### config.mk
export PLATFORM = sky130hd
export DESIGN_NAME = fifo_event_status
export DESIGN_NICKNAME = d
export VERILOG_FILES = /design/src/rtl/fifo_event_status_pkg.sv /design/src/rtl/fifo_level_detect.sv /design/src/rtl/dir_flag_bank.sv /design/src/rtl/status_word_pack.sv /design/src/rtl/fifo_event_status.sv
export SDC_FILE = /design/constraint.sdc
export NUM_CORES = 1
export LEC_CHECK = 0
export BUFFER_PORTS_ARGS = -buffer_cell sky130_fd_sc_hd__buf_2
export CAP_MARGIN = 0
export CORE_UTILIZATION = 23
export CTS_CLUSTER_DIAMETER = 200
export CTS_CLUSTER_SIZE = 16
export DETAILED_ROUTE_END_ITERATION = 8
export PLACE_DENSITY = 0.58
export SYNTH_ARGS = -nofsm -noshare
export SYNTH_HDL_FRONTEND = slang
export SYNTH_SLANG_ARGS = --single-unit
export TNS_END_PERCENT = 20
### constraint.sdc
create_clock -name clk -period 0.8 [get_ports clk]
set_input_delay 0.08 -clock clk [delete_from_list [all_inputs] [get_ports clk]]
set_output_delay 0.08 -clock clk [all_outputs]
set_load 0.01 [all_outputs]
### src/rtl/fifo_event_status_pkg.sv
package fifo_event_status_pkg;

    localparam int STATUS_W = 32;
    localparam int FLAG_W   = 8;
    localparam int NUM_DIR  = 2;

    typedef enum logic {
        DIR_TX = 1'b0,
        DIR_RX = 1'b1
    } dir_e;

    // Level conditions seen on the count this cycle
    typedef struct packed {
        logic at_thresh;
        logic is_full;
        logic is_empty;
    } level_evt_t;

    // Latched flags of one direction
    typedef struct packed {
        logic ptr_err;
        logic at_thresh;
        logic is_full;
        logic is_empty;
    } dir_flags_t;

    // Bit order is what software decodes: 7..0 = rxPE txPE rxTH rxFU rxEM txTH txFU txEM
    function automatic logic [FLAG_W-1:0] pack_flags(input dir_flags_t tx, input dir_flags_t rx);
        return {rx.ptr_err, tx.ptr_err,
                rx.at_thresh, rx.is_full, rx.is_empty,
                tx.at_thresh, tx.is_full, tx.is_empty};
    endfunction

    function automatic level_evt_t sticky_merge(input level_evt_t held, input logic clr,
                                                input level_evt_t now);
        level_evt_t kept;
        kept = clr ? '0 : held;
        return kept | now;
    endfunction

endpackage

### src/rtl/fifo_level_detect.sv
module fifo_level_detect
    import fifo_event_status_pkg::*;
#(
    parameter int DEPTH = 16,
    parameter int CW    = $clog2(DEPTH + 1)
) (
    input  logic [CW-1:0] count,
    input  logic [CW-1:0] thresh,
    output level_evt_t    evt
);
    localparam logic [CW-1:0] FULL_COUNT = CW'(DEPTH);

    always_comb begin
        evt.is_empty  = (count == '0);
        evt.is_full   = (count == FULL_COUNT);
        evt.at_thresh = (count == thresh);
    end
endmodule

### src/rtl/dir_flag_bank.sv
module dir_flag_bank
    import fifo_event_status_pkg::*;
(
    input  logic       clk,
    input  logic       rst,
    input  logic       enable,
    input  logic       rd_stb,
    input  logic       soft_rst,
    input  logic       ptr_err,
    input  level_evt_t evt,
    output dir_flags_t flags
);
    level_evt_t lvl_q, lvl_d;
    logic       perr_q, perr_d;

    always_comb begin
        lvl_d  = sticky_merge(lvl_q, rd_stb | soft_rst, evt);
        perr_d = soft_rst ? 1'b0 : (perr_q | ptr_err);
    end

    always_ff @(posedge clk) begin
        if (rst || !enable) begin
            lvl_q  <= '0;
            perr_q <= 1'b0;
        end else begin
            lvl_q  <= lvl_d;
            perr_q <= perr_d;
        end
    end

    assign flags.ptr_err   = perr_q;
    assign flags.at_thresh = lvl_q.at_thresh;
    assign flags.is_full   = lvl_q.is_full;
    assign flags.is_empty  = lvl_q.is_empty;

    a_r4_empty_latches: assert property (@(posedge clk) disable iff (rst)
        enable && evt.is_empty |=> flags.is_empty);
    a_r5_full_latches: assert property (@(posedge clk) disable iff (rst)
        enable && evt.is_full |=> flags.is_full);
    a_r6_thresh_latches: assert property (@(posedge clk) disable iff (rst)
        enable && evt.at_thresh |=> flags.at_thresh);
    a_r7_read_clears: assert property (@(posedge clk) disable iff (rst)
        rd_stb && !evt.is_empty |=> !flags.is_empty);
    a_r8_perr_sticky: assert property (@(posedge clk) disable iff (rst)
        enable && flags.ptr_err && !soft_rst |=> flags.ptr_err);
    a_r9_soft_clears: assert property (@(posedge clk) disable iff (rst)
        soft_rst |=> !flags.ptr_err);
endmodule

### src/rtl/status_word_pack.sv
module status_word_pack
    import fifo_event_status_pkg::*;
(
    input  logic                enable,
    input  dir_flags_t          tx_flags,
    input  dir_flags_t          rx_flags,
    output logic [STATUS_W-1:0] word
);
    localparam int PAD_W = STATUS_W - FLAG_W;

    always_comb begin
        word = '0;
        if (enable) word = {{PAD_W{1'b0}}, pack_flags(tx_flags, rx_flags)};
    end
endmodule

### src/rtl/fifo_event_status.sv
module fifo_event_status
    import fifo_event_status_pkg::*;
#(
    parameter int DEPTH = 16,
    parameter int CW    = $clog2(DEPTH + 1)
) (
    input  logic          clk,
    input  logic          rst,
    input  logic          fifo_en,
    input  logic          rd_stb,
    input  logic [CW-1:0] tx_count,
    input  logic [CW-1:0] rx_count,
    input  logic [CW-1:0] tx_thresh,
    input  logic [CW-1:0] rx_thresh,
    input  logic          tx_ptr_err,
    input  logic          rx_ptr_err,
    input  logic          tx_soft_rst,
    input  logic          rx_soft_rst,
    output logic [31:0]   status_word
);
    logic [CW-1:0] cnt_a    [NUM_DIR];
    logic [CW-1:0] thr_a    [NUM_DIR];
    logic          perr_a   [NUM_DIR];
    logic          srst_a   [NUM_DIR];
    level_evt_t    evt_a    [NUM_DIR];
    dir_flags_t    flags_a  [NUM_DIR];

    assign cnt_a[DIR_TX]  = tx_count;
    assign cnt_a[DIR_RX]  = rx_count;
    assign thr_a[DIR_TX]  = tx_thresh;
    assign thr_a[DIR_RX]  = rx_thresh;
    assign perr_a[DIR_TX] = tx_ptr_err;
    assign perr_a[DIR_RX] = rx_ptr_err;
    assign srst_a[DIR_TX] = tx_soft_rst;
    assign srst_a[DIR_RX] = rx_soft_rst;

    for (genvar d = 0; d < NUM_DIR; d++) begin : g_dir
        fifo_level_detect #(.DEPTH(DEPTH), .CW(CW)) det_i (
            .count  (cnt_a[d]),
            .thresh (thr_a[d]),
            .evt    (evt_a[d])
        );
        dir_flag_bank bank_i (
            .clk      (clk),
            .rst      (rst),
            .enable   (fifo_en),
            .rd_stb   (rd_stb),
            .soft_rst (srst_a[d]),
            .ptr_err  (perr_a[d]),
            .evt      (evt_a[d]),
            .flags    (flags_a[d])
        );
    end

    status_word_pack pack_i (
        .enable   (fifo_en),
        .tx_flags (flags_a[DIR_TX]),
        .rx_flags (flags_a[DIR_RX]),
        .word     (status_word)
    );

    a_r3_disable_clean: assert property (@(posedge clk) disable iff (rst)
        !fifo_en |=> status_word == 32'h0);
    a_r2_reset_zero: assert property (@(posedge clk)
        rst |=> status_word == 32'h0);
endmodule

==> impl_metrics.ini, run 1 <==
[status]
status = finished with violations
violations = negative setup slack

[final_layout]
layout.nets = 151
fin_util_pct = 35.82
layout-drive-gt1-share_pct = 50.41
stdcell_area_um2 = 919.6
syn_to_final_growth_pct = 41.35
antenna_cells = 0
nFillCells = 276

[power_and_ir_drop]
finalPower_w = 0.0009673
p_leak_nw = 0.4585
powerDensity_mw_per_mm2 = 1052
vdd_drop_max_mv = 0.8709

[sta]
fin_ws_ps = -98.78
rsz0062_at_grt = true
setup_viol = 8
finalCriticalPeriod_ps = 898.8
hold_viol = 0
timing.final.crit_share_pct = 112.3
holdWs_ps = 89.96
slew_violations = 0
finClkSkew_ps = 0
max_freq_mhz = 1113

[critical_path]
crit_type = flop to output port
critPathMaxFanout = 2
cp_data_arrival_time_ps = 820
crit_required_ps = 720
critPathLaunchType = flop
end_kind = output port

[drt]
vias = 603
drc = 0
wirelength_mm = 1.421
drt_pass1_iterations = 3
vias_per_cell = 3.993
antenna_left = 0
drtIter0Drc = 1
wl_per_cell_um = 9.411

[grt]
overflow = 0
first_global_vias = 546
grt_pass1_wl_mm = 2.118
grt.total_usage_pct = 10.34
antenna_found_initial = 0
grt_max_degree = 7

[clocking]
path_clk_slew_ps = 60
cts_buffers = 3
clockBufferDepth = 2
cts_sinks = 8
clk_latency_ps = 240
cts_tree = done
root_buffer = clkbuf_4
h-tree-depth = 1

[synth]
seq_area_frac_synth_pct = 24.62
yosys.area.top_type = buf_4
synth.distinct_cells = 19
netlist_instances = 77
syn_avg_cell_area_um2 = 8.450
syn_area_um2 = 650.6
synth-seq-cells = 8
ys_warn_count = 0
yosys-top-cells-area = buf_4 (28%), dfxtp_1 (25%), xnor2_1 (9.4%)
yosys.area.top_type_share_pct = 27.69

[floorplanning]
initial_utilization_pct = 25.34
die_y_um = 55.19
die_x_um = 55.19
core.rowCount = 18
dieArea_mm2 = 0.003045
io_pins = 60
core_mm2 = 0.002567

[min_path]
hold_class = input port to flop

[placement]
place_worst_setup_slack_ps = -116.4
dp_hpwl_mm = 1.210
io_buffers = 35
place_area_um2 = 795.8
gp_congestion = 0.6127

[flow_run]
cap_violations = 0
==> worst paths after layout <==
check / startpoint / end / slack [ps] / cells after the start
hold reg to reg: g_dir[1].bank_i.perr_q$_SDFF_PP0_ / g_dir[1].bank_i.perr_q$_SDFF_PP0_ / 490 / 2
hold / removal: tx_ptr_err / g_dir[0].bank_i.perr_q$_SDFF_PP0_ / 90 / 3
setup / recovery: g_dir[0].bank_i.flags[1]$_SDFF_PP0_ / status_word[1] / -100 / 2
setup reg to reg: g_dir[0].bank_i.flags[1]$_SDFF_PP0_ / g_dir[0].bank_i.flags[1]$_SDFF_PP0_ / 60 / 3
==> power breakdown <==
group	internal, W	switching [W]	total (W)
registers	0.000405	0.00000241	0.000408
clock network	0.000171	0.000126	0.000297
logic	0.000120	0.000142	0.000263
==> worst max-delay path, cell delays in order, from the launching register on <==
cell and delay [ps]:
dfxtp_2 320, and2_4 150, buf_6 110
==> sequential cells by signal (all words and copies together) (netlist names) <==
signal	count
g_dir.bank_i.flags	6
g_dir.bank_i.perr_q	2
==> per-layer routing <==
metal  GRT usage [%]  share of wire, %  wire [µm]
met3           7.650                12        167
met5               0                 0          0
met2           20.88                56        790
met1           8.252                33        463
met4               0                 0          0
==> kinds of logic after synthesis <==
group	after synthesis	synth area share, %
xor gates and xnor gates	10	13.46
other	1	0.5764
buffers and inverters	27	30.58
DFF	8	24.61
and+or+nand+nor	25	22.50
AOI/OAI and AO/OA	6	8.271
==> synthesized netlist by cell type <==
library cell,n
nand3b_1,1
inv_1,2
xnor2_1,7
nand3_1,1
nor2_1,8
xor2_1,3
nor4_1,2
buf_4,24
buf_6,1
o41ai_2,1
nand4_1,1
nand4b_1,1
nor3_1,2
conb_1,1
nand2b_1,1
a22oi_1,4
dfxtp_1,8
o31ai_1,1
and2_2,8
==> metrics by stage <==
step	setup TNS, ps	std cells
after floorplan	0	100
after global placement	-225.3	145
after detailed placement	-520.2	145
after CTS	-777.7	151
after global routing	-1025	151
final	-701.7	151
==> area by class of cell <==
type | instances | area [µm²] | area share (%)
multi-input cells | 65 | 392.9 | 42.72
clock buffers | 3 | 22.52 | 2.449
well taps | 30 | 37.54 | 4.082
flip-flops and latches | 8 | 168.9 | 18.37
inverters | 2 | 7.507 | 0.8163
repair buffers | 43 | 290.3 | 31.56
==> placed cells by master (no fill, tap or decap), types with 2 or more instances in the layout <==
master	instances
a22oi_1	3
dfxtp_2	7
buf_6	8
buf_4	6
nor2_1	8
inv_1	2
nor3_1	2
xor2_1	3
clkbuf_4	3
and2_4	8
nor4_1	2
buf_2	27
dlygate4sd3_1	2
conb_1	24
xnor2_1	7
==> what timing repair did <==
action                                 4_1_cts  5_1_grt
buffers inserted                             1        0
endpoints found under the hold margin        2        0
setup endpoints to repair                    8        9
hold buffers                                 2        0
pin swaps                                    4        0
gates resized for setup                     23        1
Note: power is estimated with default switching activity, not from simulation.
==> inputs of run 2 (changes only) <==
--- a/config.mk
+++ b/config.mk
@@ -5,13 +5,15 @@
 export SDC_FILE = /design/constraint.sdc
 export NUM_CORES = 1
 export LEC_CHECK = 0
+export ABC_AREA = 1
+export ABC_CLOCK_PERIOD_IN_PS = 800
 export BUFFER_PORTS_ARGS = -buffer_cell sky130_fd_sc_hd__buf_2
 export CAP_MARGIN = 0
 export CORE_UTILIZATION = 23
 export CTS_CLUSTER_DIAMETER = 200
 export CTS_CLUSTER_SIZE = 16
 export DETAILED_ROUTE_END_ITERATION = 8
-export PLACE_DENSITY = 0.58
+export PLACE_DENSITY = 0.56
 export SYNTH_ARGS = -nofsm -noshare
 export SYNTH_HDL_FRONTEND = slang
 export SYNTH_SLANG_ARGS = --single-unit
==> run 2 against run 1 <==
  * The flow still finishes with violations (negative setup slack)
  * Clock skew stayed put
  * Synthesized cell count is 60% higher
  * Area after synthesis is 12% higher
  * Register-to-register slack better by 50 ps
  * Power is 1.7% lower
  * Hold slack worse by 73 ps
  * Non-clock buffer count is 7 lower
  * Fmax is 4.1% higher
  * Highest routed layer is now met4
==> impl_metrics.ini, run 2 <==
[grt]
grt_max_degree = 10
antenna_found_initial = 0
first_global_vias = 617
grt_pass1_wl_mm = 2.290
grt.total_usage_pct = 8.780
overflow = 0

[synth]
netlist_instances = 123
async_flop_share_pct = 0
yosys.area.top_type_share_pct = 24.70
yosysMostFrequentCell = nand2_1
synth_edf_count = 0
synth-seq-cells = 8
syn_avg_cell_area_um2 = 5.930
ys_top_cells_by_count = nand2_1 (33), inv_1 (25), buf_4 (24)
synth-main-ff-cell = dfxtp_1
synth.distinct_cells = 15
ys_warn_count = 0
syn_area_um2 = 729.5
yosys.area.top_type = buf_4
seq_area_frac_synth_pct = 21.96
yosys-top-cells-area = buf_4 (25%), dfxtp_1 (22%), nand2_1 (17%)

[floorplanning]
core.rowCount = 20
dieArea_mm2 = 0.003401
die_x_um = 58.32
initial_utilization_pct = 24.09
die_y_um = 58.32
core_mm2 = 0.003028
io_pins = 60

[critical_path]
cp_data_arrival_time_ps = 780
critPathMaxFanout = 2
end_kind = output port
critical-path-max-stage-delay_ps = 310
crit_type = flop to output port
crit_required_ps = 720
r2r_setup_slack_ps = 110
crit_path_top_delay_cell = dfxtp_2
r2r_cells = 3
crit_cells = 3
r2r-start = g_dir[1].bank_i.flags[2]$_SDFF_PP0_
path_delay_family = flip-flops
crit_start = g_dir[1].bank_i.flags[2]$_SDFF_PP0_
critPathLaunchType = flop
cp-endpoint = status_word[5]
path_cells = nand2_1 > inv_1 > buf_2
critPathBufInv = 2
r2r-end = g_dir[1].bank_i.flags[2]$_SDFF_PP0_

[drt]
wirelength_mm = 1.359
drc = 0
top_layer_used = met4
wl_met3_um = 66
drtIter0Drc = 7
antenna_left = 0
wl_met1_um = 567
wl_per_cell_um = 6.662
wl_met2_um = 702
drt_pass1_iterations = 3
vias = 705
vias_per_cell = 3.456

[clocking]
cts_tree = done
h-tree-depth = 1
root_buffer = clkbuf_4
clk_latency_ps = 240
clockBufferDepth = 2
cts_sinks = 8
path_clk_slew_ps = 50
cts_buffers = 3

[sta]
setup_viol = 8
rsz0062_at_grt = true
setup_tns_ps = -438.7
fin_ws_ps = -63.20
finalCriticalPeriod_ps = 863.2
slew_violations = 0
max_freq_mhz = 1158
timing.final.crit_share_pct = 107.9
hold_viol = 0
finClkSkew_ps = 0
holdWs_ps = 16.73

[power_and_ir_drop]
powerDensity_mw_per_mm2 = 1031
p_leak_nw = 0.5883
finalPower_w = 0.0009505
vdd_drop_max_mv = 0.3379

[placement]
io_buffers = 35
gp_congestion = 0.7587
place_worst_setup_slack_ps = 72.99
dp_hpwl_mm = 1.182

[final_layout]
antenna_cells = 0
syn_to_final_growth_pct = 26.41
layout.nets = 190
fin_util_pct = 30.45
largest_register_ffs = 6
final_common_cell = nand2_1
layout-drive-gt1-share_pct = 31.25
most-common-layout-cells = nand2_1 (33), buf_2 (32), conb_1 (24)

[min_path]
hold_class = input port to flop
min-delay-start = rx_soft_rst

[status]
violations = negative setup slack
status = finished with violations

[flow_run]
cap_violations = 0
## run 2: cell count changes after synthesis, moves of 4 or more
cell / change
xnor2_1: -4
inv_1: +23
nor2_1: +5
and2_2: -8
nand2_1: +33
a21oi_1: +4
a22oi_1: -4
## run 2: cell families after synthesis
logic type,share of synthesized area [%]
xor+xnor,3.603
buf+inv,38.25
flops,21.95
other cells,0.5141
simple gates,31.73
compound gates,3.945
## run 2: worst reg2reg max path, cell delays in order (launching register included)
cell and delay [ps]:
dfxtp_2 310, nor3b_1 170, nor2_1 70, nor2_1 70
## run 2: worst min-delay path by stage
stage | end | slack, ps | cells past startpoint
6_report | g_dir[1].bank_i.perr_q$_SDFF_PP0_ | 20 | 2
5_1_grt | g_dir[1].bank_i.perr_q$_SDFF_PP0_ | 10 | 2
4_1_cts | g_dir[1].bank_i.perr_q$_SDFF_PP0_ | 8 | 2
3_5_place_dp | g_dir[0].bank_i.perr_q$_SDFF_PP0_ | 270 | 2
3_3_place_gp | g_dir[0].bank_i.perr_q$_SDFF_PP0_ | 270 | 2
2_1_floorplan | g_dir[0].bank_i.perr_q$_SDFF_PP0_ | 160 | 1
## run 2: stage by stage
step | area [µm²] | instances
2_1_floorplan | 815.8 | 146
3_3_place_gp | 860.8 | 200
3_5_place_dp | 860.8 | 200
4_1_cts | 909.6 | 204
5_1_grt | 922.1 | 204
6_report | 922.1 | 204
## run 2: layer usage
| metal | vias to the layer above | GRT usage, % |
|---|---|---|
| met5 | - | 0 |
| met4 | 0 | 4.082 |
| met3 | 2 | 1.978 |
| met2 | 27 | 17.08 |
| met1 | 288 | 8.748 |
| li1 | 388 | - |
## run 2: cell type report
cell class	count	area, µm²
Fill cell	352	2106
Multi-Input combinational cell	88	376.6
Timing Repair Buffer	36	203.9
Sequential cell	8	170.2
Inverter	25	93.84
Tap cell	44	55.05
Clock buffer	3	22.52
## run 2: power by group
group / internal, W / total, W / leakage, nW / switching [W]
Combinational: 0.0000956 / 0.000249 / 0.506 / 0.000153
Clock: 0.000171 / 0.000294 / 0.0138 / 0.000124
Sequential: 0.000405 / 0.000407 / 0.0686 / 0.00000220
## run 2: what timing repair did
action	4_1_cts	5_1_grt
hold buffers	1	0
endpoints found under the setup margin	8	8
endpoints found under the hold margin	1	0
setup buffers	0	0
gates resized for setup	9	4
gates cloned	0	0
==> inputs of run 3 (changes only) <==
--- a/config.mk
+++ b/config.mk
@@ -9,11 +9,12 @@
 export ABC_CLOCK_PERIOD_IN_PS = 800
 export BUFFER_PORTS_ARGS = -buffer_cell sky130_fd_sc_hd__buf_2
 export CAP_MARGIN = 0
+export CORE_MARGIN = 2
 export CORE_UTILIZATION = 23
 export CTS_CLUSTER_DIAMETER = 200
 export CTS_CLUSTER_SIZE = 16
 export DETAILED_ROUTE_END_ITERATION = 8
-export PLACE_DENSITY = 0.56
+export SKIP_CTS_REPAIR_TIMING = 1
 export SYNTH_ARGS = -nofsm -noshare
 export SYNTH_HDL_FRONTEND = slang
 export SYNTH_SLANG_ARGS = --single-unit
==> run 3 against run 2 <==
  * The flow still finishes with violations (negative setup slack)
  * Critical endpoint is now status_word[0]
  * Power increased by 1.7%
  * Clock-buffer cell count unchanged
  * Largest power group unchanged
  * Setup slack worse by 14 ps
  * Register-to-register slack hardly changed
  * Clock power increased by 5%
  * Non-clock buffer count is the same
  * Flip-flop and latch count unchanged
  * Highest routed layer unchanged
==> impl_metrics.ini, run 3 (synthesis gave the netlist of run 2 again) <==
[drt]
antenna_left = 0
drt_pass1_iterations = 3
vias = 729
wirelength_mm = 1.461
wl_per_cell_um = 7.162
vias_per_cell = 3.574
drc = 0
drtIter0Drc = 10

[floorplanning]
dieArea_mm2 = 0.003638
die_x_um = 60.32
core_mm2 = 0.003028
initial_utilization_pct = 24.09
die_y_um = 60.32
io_pins = 60
core.rowCount = 20

[critical_path]
crit_required_ps = 720
r2r_setup_slack_ps = 110
critPathMaxFanout = 2
critPathLaunchType = flop
r2r-end = g_dir[1].bank_i.flags[2]$_SDFF_PP0_
r2r-start = g_dir[1].bank_i.flags[2]$_SDFF_PP0_
r2r_cells = 3
crit_type = flop to output port
crit_start = g_dir[0].bank_i.flags[0]$_SDFF_PP0_
cp_data_arrival_time_ps = 800
end_kind = output port
cp-endpoint = status_word[0]

[sta]
finalCriticalPeriod_ps = 876.9
finClkSkew_ps = 0
rsz0062_at_grt = true
setup_viol = 8
max_freq_mhz = 1140
holdWs_ps = 17.13
setup_tns_ps = -510.4
hold_viol = 0
timing.final.crit_share_pct = 109.6
slew_violations = 0
fin_ws_ps = -76.87

[status]
status = finished with violations
violations = negative setup slack

[clocking]
path_clk_slew_ps = 60
clk_latency_ps = 250
cts_sinks = 8
h-tree-depth = 1
cts_tree = done
cts_buffers = 3
root_buffer = clkbuf_4
clockBufferDepth = 2

[min_path]
hold_class = input port to flop

[grt]
first_global_vias = 597
overflow = 0
grtUsageMet3_pct = 4.113
grt.total_usage_pct = 8.433
grt_use_met2_pct = 14.91
busiest_layer = met2
antenna_found_initial = 0
use_met1_pct = 8.656
grt_max_degree = 10
grt_pass1_wl_mm = 2.256

[final_layout]
largest_register_ffs = 6
syn_to_final_growth_pct = 25.56
multi_input_area_um2 = 376.6
layout-drive-gt1-share_pct = 30.63
nFillCells = 352
fin_util_pct = 30.25
antenna_cells = 0
most-common-layout-cells = nand2_1 (33), buf_2 (33), inv_1 (24), conb_1 (24), nor2_1 (13)
layout.nets = 190
regArea_um2 = 170.2

[power_and_ir_drop]
powerDensity_mw_per_mm2 = 1055
p_leak_nw = 0.5902
finalPower_w = 0.0009664
vdd_drop_max_mv = 0.3636

[placement]
dp_hpwl_mm = 1.260
io_buffers = 35
gp_congestion = 0.7602

[flow_run]
cap_violations = 0
## run 3: changes by cell type in the layout (fill, tap and decap cells not counted)
cell and delta:
buf_2 +1, buf_6 -1, inv_1 +1, inv_2 -1
## run 3: stage by stage
| stage | instances | area, µm² | worst slack [ps] |
|---|---|---|---|
| finish | 204 | 915.9 | -76.87 |
| detailed placement | 200 | 860.8 | 81.67 |
| global route | 204 | 915.9 | -149.0 |
| floorplan | 146 | 815.8 | 152.4 |
| global placement | 200 | 860.8 | 74.53 |
| CTS | 203 | 883.3 | -107.8 |
## run 3: where the power goes
| part | switching [W] | internal [W] | leakage (nW) | total, W |
|---|---|---|---|---|
| sequential | 0.00000225 | 0.000404 | 0.0686 | 0.000407 |
| clock | 0.000137 | 0.000172 | 0.0138 | 0.000309 |
| combinational | 0.000155 | 0.0000954 | 0.508 | 0.000251 |
## run 3: critical path: stages (launching register included)
cell and delay, ps:
dfxtp_2 320, nand2_1 50, inv_1 60, buf_2 120
## run 3: final cells by class
type                            instances  area share [%]
Clock buffer                            3           2.459
Inverter                               25           10.25
Multi-Input combinational cell         88           41.12
Sequential cell                         8           18.58
Timing Repair Buffer                   36           21.58
Tap cell                               44           6.011
## run 3: metal layers
metal	wire length, µm	vias up	part of all wire [%]
li1	-	390	-
met2	716	27	49
met1	592	308	41
met4	29	0	2.0
met5	0	-	0
met3	124	4	8.5
## run 3: worst min-delay path by stage
stage | from | to | slack, ps | cells past startpoint
2_1_floorplan | tx_soft_rst | g_dir[0].bank_i.perr_q$_SDFF_PP0_ | 160 | 1
3_3_place_gp | tx_soft_rst | g_dir[0].bank_i.perr_q$_SDFF_PP0_ | 270 | 2
3_5_place_dp | tx_soft_rst | g_dir[0].bank_i.perr_q$_SDFF_PP0_ | 270 | 2
4_1_cts | tx_soft_rst | g_dir[0].bank_i.perr_q$_SDFF_PP0_ | -7 | 2
5_1_grt | rx_soft_rst | g_dir[1].bank_i.perr_q$_SDFF_PP0_ | 4 | 2
6_report | rx_soft_rst | g_dir[1].bank_i.perr_q$_SDFF_PP0_ | 20 | 2
